### config.mk
export PLATFORM = sky130hd
export DESIGN_NAME = cfg_loader
export DESIGN_NICKNAME = d
export VERILOG_FILES = /design/src/rtl/cfg_loader_pkg.sv /design/src/rtl/cfg_arg_capture.sv /design/src/rtl/cfg_window_check.sv /design/src/rtl/cfg_copy_seq.sv /design/src/rtl/cfg_loader.sv
export SDC_FILE = /design/constraint.sdc
export NUM_CORES = 1
export LEC_CHECK = 0
export BUFFER_PORTS_ARGS = -buffer_cell sky130_fd_sc_hd__buf_4
export CAP_MARGIN = 20
export CORE_ASPECT_RATIO = 1.75
export CORE_UTILIZATION = 40
export CTS_BUF_LIST = sky130_fd_sc_hd__clkbuf_8
export DETAILED_ROUTE_END_ITERATION = 12
export PLACE_DENSITY_LB_ADDON = 0.15
export SYNTH_ARGS = -nofsm -noshare
export SYNTH_HDL_FRONTEND = slang
export SYNTH_SLANG_ARGS = --single-unit
### constraint.sdc
create_clock -name clk -period 2.4 [get_ports clk]
set_input_delay 0 -clock clk [delete_from_list [all_inputs] [get_ports clk]]
set_output_delay 0 -clock clk [all_outputs]
set_load 0.02 [all_outputs]
### src/rtl/cfg_loader_pkg.sv
package cfg_loader_pkg;
   typedef enum logic [2:0] {
      ST_IDLE,
      ST_READ,
      ST_WAIT,
      ST_WRITE,
      ST_DONE
   } ld_state_t;
endpackage

### src/rtl/cfg_arg_capture.sv
module cfg_arg_capture #(
   parameter int ADDR_W    = 16,
   parameter int BYTE_W    = 8,
   parameter bit LOW_FIRST = 1'b1
) (
   input  logic              clk,
   input  logic              rst_n,
   input  logic              byte_valid,
   input  logic [BYTE_W-1:0] byte_in,
   input  logic              block,
   output logic              go,
   output logic [ADDR_W-1:0] start_addr
);
   if (ADDR_W != 2 * BYTE_W) begin : g_bad_width
      $error("cfg_arg_capture: ADDR_W must be twice BYTE_W");
   end

   logic              have_first;
   logic [BYTE_W-1:0] first_q;
   logic              take;

   assign take = byte_valid && !block;
   assign go   = take && have_first;

   always_ff @(posedge clk or negedge rst_n) begin
      if (!rst_n) begin
         have_first <= 1'b0;
         first_q    <= '0;
      end else if (take) begin
         if (!have_first) begin
            first_q    <= byte_in;
            have_first <= 1'b1;
         end else begin
            have_first <= 1'b0;
         end
      end
   end

   if (LOW_FIRST) begin : g_low_first
      assign start_addr = {byte_in, first_q};
   end else begin : g_high_first
      assign start_addr = {first_q, byte_in};
   end

   AST_BUSY_BYTE_DROPPED: assert property (@(posedge clk) disable iff (!rst_n)
      (byte_valid && block) |=> ($stable(have_first) && $stable(first_q)));
endmodule

### src/rtl/cfg_window_check.sv
module cfg_window_check #(
   parameter int ADDR_W  = 16,
   parameter int WIN_LO  = 'h30,
   parameter int WIN_HI  = 'h7F,
   parameter int SET_LEN = 32
) (
   input  logic [ADDR_W-1:0] addr,
   output logic              ok
);
   localparam int EXT_W = ADDR_W + 1;

   logic [EXT_W-1:0] last_byte;

   always_comb begin
      last_byte = {1'b0, addr} + EXT_W'(SET_LEN - 1);
      ok        = (addr >= ADDR_W'(WIN_LO)) && (last_byte <= EXT_W'(WIN_HI));
   end
endmodule

### src/rtl/cfg_copy_seq.sv
module cfg_copy_seq
   import cfg_loader_pkg::*;
#(
   parameter int ADDR_W     = 16,
   parameter int BYTE_W     = 8,
   parameter int RADDR_W    = 6,
   parameter int SET_LEN    = 32,
   parameter int DST_BASE   = 'h10,
   parameter bit SKIP_FIRST = 1'b1
) (
   input  logic               clk,
   input  logic               rst_n,
   input  logic               go,
   input  logic               ok,
   input  logic [ADDR_W-1:0]  start_addr,
   output logic [ADDR_W-1:0]  mem_addr,
   output logic               mem_rd,
   input  logic               mem_dvalid,
   input  logic [BYTE_W-1:0]  mem_rdata,
   output logic [RADDR_W-1:0] reg_addr,
   output logic [BYTE_W-1:0]  reg_wdata,
   output logic               reg_we,
   output logic               busy,
   output logic               done,
   output logic               error
);
   localparam int IDX_W = $clog2(SET_LEN);

   ld_state_t         state;
   logic [ADDR_W-1:0] base_q;
   logic [IDX_W-1:0]  idx_q;
   logic [BYTE_W-1:0] data_q;
   logic              err_q;
   logic              last;
   logic              write_ok;

   assign last = (idx_q == IDX_W'(SET_LEN - 1));

   if (SKIP_FIRST) begin : g_skip_first
      assign write_ok = (idx_q != '0);
   end else begin : g_copy_all
      assign write_ok = 1'b1;
   end

   always_ff @(posedge clk or negedge rst_n) begin
      if (!rst_n) begin
         state  <= ST_IDLE;
         base_q <= '0;
         idx_q  <= '0;
         data_q <= '0;
         err_q  <= 1'b0;
      end else begin
         err_q <= 1'b0;
         unique case (state)
            ST_IDLE: begin
               if (go) begin
                  if (ok) begin
                     base_q <= start_addr;
                     idx_q  <= '0;
                     state  <= ST_READ;
                  end else begin
                     err_q <= 1'b1;
                  end
               end
            end
            ST_READ: state <= ST_WAIT;
            ST_WAIT: begin
               if (mem_dvalid) begin
                  data_q <= mem_rdata;
                  state  <= ST_WRITE;
               end
            end
            ST_WRITE: begin
               if (last) begin
                  state <= ST_DONE;
               end else begin
                  idx_q <= idx_q + 1'b1;
                  state <= ST_READ;
               end
            end
            ST_DONE: state <= ST_IDLE;
            default: state <= ST_IDLE;
         endcase
      end
   end

   assign mem_addr  = base_q + ADDR_W'(idx_q);
   assign mem_rd    = (state == ST_READ);
   assign reg_addr  = RADDR_W'(DST_BASE) + RADDR_W'(idx_q);
   assign reg_wdata = data_q;
   assign reg_we    = (state == ST_WRITE) && write_ok;
   assign busy      = (state != ST_IDLE);
   assign done      = (state == ST_DONE);
   assign error     = err_q;

   AST_IDLE_QUIET: assert property (@(posedge clk) disable iff (!rst_n)
      !busy |-> (!reg_we && !mem_rd));
   AST_ERR_NOT_BUSY: assert property (@(posedge clk) disable iff (!rst_n)
      error |-> !busy);
   AST_WE_AFTER_DATA: assert property (@(posedge clk) disable iff (!rst_n)
      reg_we |-> $past(mem_dvalid));
   AST_DST_RANGE: assert property (@(posedge clk) disable iff (!rst_n)
      reg_we |-> ((reg_addr > RADDR_W'(DST_BASE)) &&
                  (reg_addr <= RADDR_W'(DST_BASE + SET_LEN - 1))));
   AST_DONE_ONE_CYCLE: assert property (@(posedge clk) disable iff (!rst_n)
      done |=> !done);
   AST_BUSY_ENDS_AT_DONE: assert property (@(posedge clk) disable iff (!rst_n)
      $fell(busy) |-> $past(done));
endmodule

### src/rtl/cfg_loader.sv
module cfg_loader #(
   parameter int ADDR_W     = 16,
   parameter int BYTE_W     = 8,
   parameter int RADDR_W    = 6,
   parameter int SET_LEN    = 32,
   parameter int DST_BASE   = 'h10,
   parameter int WIN_LO     = 'h30,
   parameter int WIN_HI     = 'h7F,
   parameter bit LOW_FIRST  = 1'b1,
   parameter bit SKIP_FIRST = 1'b1
) (
   input  logic               clk,
   input  logic               rst_n,
   input  logic               cmd_valid,
   input  logic [BYTE_W-1:0]  cmd_byte,
   output logic [ADDR_W-1:0]  mem_addr,
   output logic               mem_rd,
   input  logic               mem_dvalid,
   input  logic [BYTE_W-1:0]  mem_rdata,
   output logic [RADDR_W-1:0] reg_addr,
   output logic [BYTE_W-1:0]  reg_wdata,
   output logic               reg_we,
   output logic               busy,
   output logic               done,
   output logic               error
);
   if (SET_LEN < 2) begin : g_bad_len
      $error("cfg_loader: SET_LEN must be at least 2");
   end
   if (DST_BASE + SET_LEN > (1 << RADDR_W)) begin : g_bad_dst
      $error("cfg_loader: destination range exceeds register address space");
   end
   if (WIN_HI < WIN_LO + SET_LEN - 1) begin : g_bad_win
      $error("cfg_loader: source window smaller than one set");
   end

   logic              go;
   logic              ok;
   logic [ADDR_W-1:0] start_addr;

   cfg_arg_capture #(
      .ADDR_W    (ADDR_W),
      .BYTE_W    (BYTE_W),
      .LOW_FIRST (LOW_FIRST)
   ) i_capture (
      .clk        (clk),
      .rst_n      (rst_n),
      .byte_valid (cmd_valid),
      .byte_in    (cmd_byte),
      .block      (busy),
      .go         (go),
      .start_addr (start_addr)
   );

   cfg_window_check #(
      .ADDR_W  (ADDR_W),
      .WIN_LO  (WIN_LO),
      .WIN_HI  (WIN_HI),
      .SET_LEN (SET_LEN)
   ) i_window (
      .addr (start_addr),
      .ok   (ok)
   );

   cfg_copy_seq #(
      .ADDR_W     (ADDR_W),
      .BYTE_W     (BYTE_W),
      .RADDR_W    (RADDR_W),
      .SET_LEN    (SET_LEN),
      .DST_BASE   (DST_BASE),
      .SKIP_FIRST (SKIP_FIRST)
   ) i_seq (
      .clk        (clk),
      .rst_n      (rst_n),
      .go         (go),
      .ok         (ok),
      .start_addr (start_addr),
      .mem_addr   (mem_addr),
      .mem_rd     (mem_rd),
      .mem_dvalid (mem_dvalid),
      .mem_rdata  (mem_rdata),
      .reg_addr   (reg_addr),
      .reg_wdata  (reg_wdata),
      .reg_we     (reg_we),
      .busy       (busy),
      .done       (done),
      .error      (error)
   );

   AST_RD_IN_WINDOW: assert property (@(posedge clk) disable iff (!rst_n)
      mem_rd |-> ((mem_addr >= ADDR_W'(WIN_LO)) && (mem_addr <= ADDR_W'(WIN_HI))));
endmodule

==> flow_metrics.tcl <==
set metrics [dict create \
    status "finished clean" \
    grt_pass1_wl_mm 7.83 \
    fmax_ghz 0.436 \
    r2r-end "i_seq.base_q[7]" \
    numPortBuffers 54 \
    maxCapViolations 0 \
    syn_nets 231 \
    fp-row-count 35 \
    cp_max_fo 5 \
    clockRootBuffer "clkbuf_8" \
    power_density_mw_per_mm2 959 \
    reg2reg_from "i_capture.first_q[4]" \
    ios 55 \
    finalSetupViolations 0 \
    synth_area_leaders "dfrtp_1, mux2_2, xnor2_1, ha_1, mux2_4" \
    vias 1824 \
    grt_pass1_vias 1815 \
    synthAdderAreaFrac_pct 5.89 \
    cts-buffers-inserted 5 \
    synth_area_mm2 0.00225 \
    drc 0 \
    die_h_um 101 \
    grt_max_degree 43 \
    fin_skew_ns 0.00537 \
    yosys_register_bits 42 \
    synthXorXnorAreaFrac_pct 6.22 \
    drv_slew 0 \
    ant_nets 0 \
    yosysTopAreaCell "dfrtp_1" \
    synth_flop_cell "dfrtp_1" \
    grt.total_usage_pct 17.3 \
    fin_crit_sh_pct 95.5 \
    synth-seq-area-share_pct 46.6 \
    whs_ns 0.141 \
    cp.required_ns 2.40 \
    p_leak_nw 1.52 \
    critPathCaptureType "primary output" \
    hp-start "mem_dvalid" \
    async_flop_share_pct 100 \
    initial_core_util_pct 42.2 \
    whs_endpoint "i_seq.state[0]" \
    cts_tree "done" \
    syn_avg_cell_area_um2 11.2 \
    synthDistinctLibCells 46 \
    routed_wl_mm 4.72 \
    ir_drop_mv 0.648 \
    min_delay_path_depth 4 \
    synth-edff-count 0 \
    die_w_um 58.7 \
    gp_congestion 0.783 \
    post-route-util_pct 58.8 \
    synth_top_area_share_pct 46.6 \
    muxShareOfSynthArea_pct 12.8 \
    tightest_slew_ns 0.518 \
    synth-simple-area-share_pct 16.7 \
    wl_per_cell_um 12.9 \
    cts_num_sinks 42 \
    dpl.hpwl_mm 3.50 \
    antenna_found_initial 0 \
    maxSlewHeadroom_pct 65.5 \
    diodes 0 \
    critPathArrivalTime_ns 2.29 \
    synth_cells 201 \
    synth_top_family_by_area "simple AND/OR/NAND/NOR gates" \
    die_area_mm2 0.00595 \
    finalHoldViolations 0 \
    hold_path_class "in -> reg" \
    drt_iter0_drc 39 \
    synth_compound_area_share_pct 8.83 \
    clk_latency_ns 0.29 \
    rr_worst_depth 7 \
    nets 320 \
    coreArea_mm2 0.00534 \
    clkTransAtPathRegs_ns 0.08 \
    dr.pass1.iters 4 \
    yosysWarnings 0 \
    drive_gt1_share_pct 39.9 \
    area.growth.synth_to_final_pct 39.4 \
    cp-start-kind "flip-flop" \
    clockBufferDepth 2 \
    grt_overflow_total 0 \
    critPathKind "reg -> out" \
    reg2reg_slack_ns 0.15 \
    grt_setup_unrepaired "true" \
    htreeDepth 2 \
    min_period_ns 2.29 \
    via_per_inst 5.00 \
]
## flip-flops by register name (all words and copies together), names as in the netlist
signal	count
i_seq.error	1
i_seq.idx_q	5
i_seq.base_q	16
i_seq.state	3
i_seq.reg_wdata	8
i_capture.have_first	1
i_capture.first_q	8
## cell families (layout without fill, tap and decap cells)
group	count (synthesis)	after routing
AO/OA/AOI/OAI	27	27
flip-flops	42	42
multiplexers	24	24
XOR/XNOR	16	16
adder cells (fa/ha/maj)	10	10
AND/OR/NAND/NOR	66	66
buffers and inverters	16	106
## cells in the final DEF, fill, tap and decap left out, drive strengths merged, types with 2 or more instances in the layout
| cell | count |
|---|---|
| nor3 | 6 |
| nand4 | 4 |
| a21oi | 4 |
| nand2 | 14 |
| inv | 12 |
| ha | 9 |
| mux2 | 23 |
| nand3 | 6 |
| dfrtp | 42 |
| nor2 | 11 |
| and3 | 3 |
| clkbuf | 6 |
| xnor2 | 15 |
| dlygate4sd3 | 18 |
| and2 | 10 |
| a22o | 2 |
| nor3b | 2 |
| o41ai | 2 |
| buf | 68 |
| a31o | 3 |
| nor4 | 2 |
| o21ai | 6 |
## metrics by stage
| step | cells | setup TNS (ns) | power, mW | setup slack (ns) | cell area [um^2] |
|---|---|---|---|---|---|
| 2_1_floorplan | 201 | 0 | 1.92 | 0.142 | 2250 |
| 3_3_place_gp | 338 | 0 | 2.51 | 0.162 | 2840 |
| 3_5_place_dp | 338 | 0 | 2.53 | 0.135 | 2840 |
| 4_1_cts | 364 | 0 | 3.03 | 0.0113 | 3120 |
| 5_1_grt | 365 | -0.148 | 3.21 | -0.0475 | 3140 |
| 6_report | 365 | 0 | 3.01 | 0.107 | 3140 |
## where the power goes
group	leakage (nW)	switching [mW]	total [mW]	internal, mW
combinational	0.941	0.721	1.46	0.740
sequential	0.536	0.164	1.08	0.913
clock	0.0472	0.243	0.475	0.231
total	1.52	1.13	3.01	1.88
## synthesized netlist by cell type, types with 2 or more instances
master and number:
dfrtp_1 42, ha_1 9, a31o_2 3, inv_1 12, nor3_1 4, nand3_1 6, nor3_2 2, and2_1 9
clkbuf_1 3, nor3b_1 2, nand4_1 4, mux2_2 18, and3_1 3, xnor2_1 15, nor4_1 2, a22o_1 2
nor2_1 11, o21ai_0 6, a21oi_1 4, nand2_1 14, mux2_4 5
## critical path, stage by stage (launching register included)
cell	delay (ns)
dfrtp_1	0.36
ha_2	0.19
inv_2	0.04
fa_2	0.36
nor2b_1	0.13
o21ai_1	0.10
a21boi_1	0.17
o21a_2	0.24
nand3_1	0.11
xnor2_1	0.14
buf_4	0.16
## how the worst max path moves through the flow
stage	startpoint	depth (start not counted)	end	slack [ns]
detailed placement	i_capture.first_q[1]	9	i_seq.base_q[7]	0.13
finish	i_seq.idx_q[0]	10	mem_addr[12]	0.11
CTS	i_seq.idx_q[0]	10	mem_addr[10]	0.01
floorplan	i_seq.idx_q[0]	9	mem_addr[12]	0.14
global route	i_seq.idx_q[0]	10	mem_addr[10]	-0.05
global placement	i_capture.first_q[1]	9	i_seq.base_q[3]	0.16
## what timing repair did
item,in CTS,in global routing
hold endpoints to repair,59,0
pin swaps,0,10
hold buffers,18,0
gates resized for setup,2,8
setup endpoints to repair,5,15
setup buffers,0,1
## layer usage
layer  vias to the layer above  share of wire, %  global-route usage [%]
met2                        51                55                    31.3
met4                         0               2.3                    7.88
met5                         -                 0                       0
li1                        889                 -                       -
met3                         9               3.3                    3.19
met1                       875                40                    19.0
## layout make-up
| class | instances | area, um^2 |
|---|---|---|
| Clock inverter | 2 | 12.5 |
| Inverter | 12 | 45.0 |
| Clock buffer | 6 | 82.6 |
| Multi-Input combinational cell | 143 | 1150 |
| Tap cell | 74 | 92.6 |
| Sequential cell | 42 | 1050 |
| Timing Repair Buffer | 86 | 703 |
| Fill cell | 496 | 2200 |
Power figures use the tool's default switching activity.
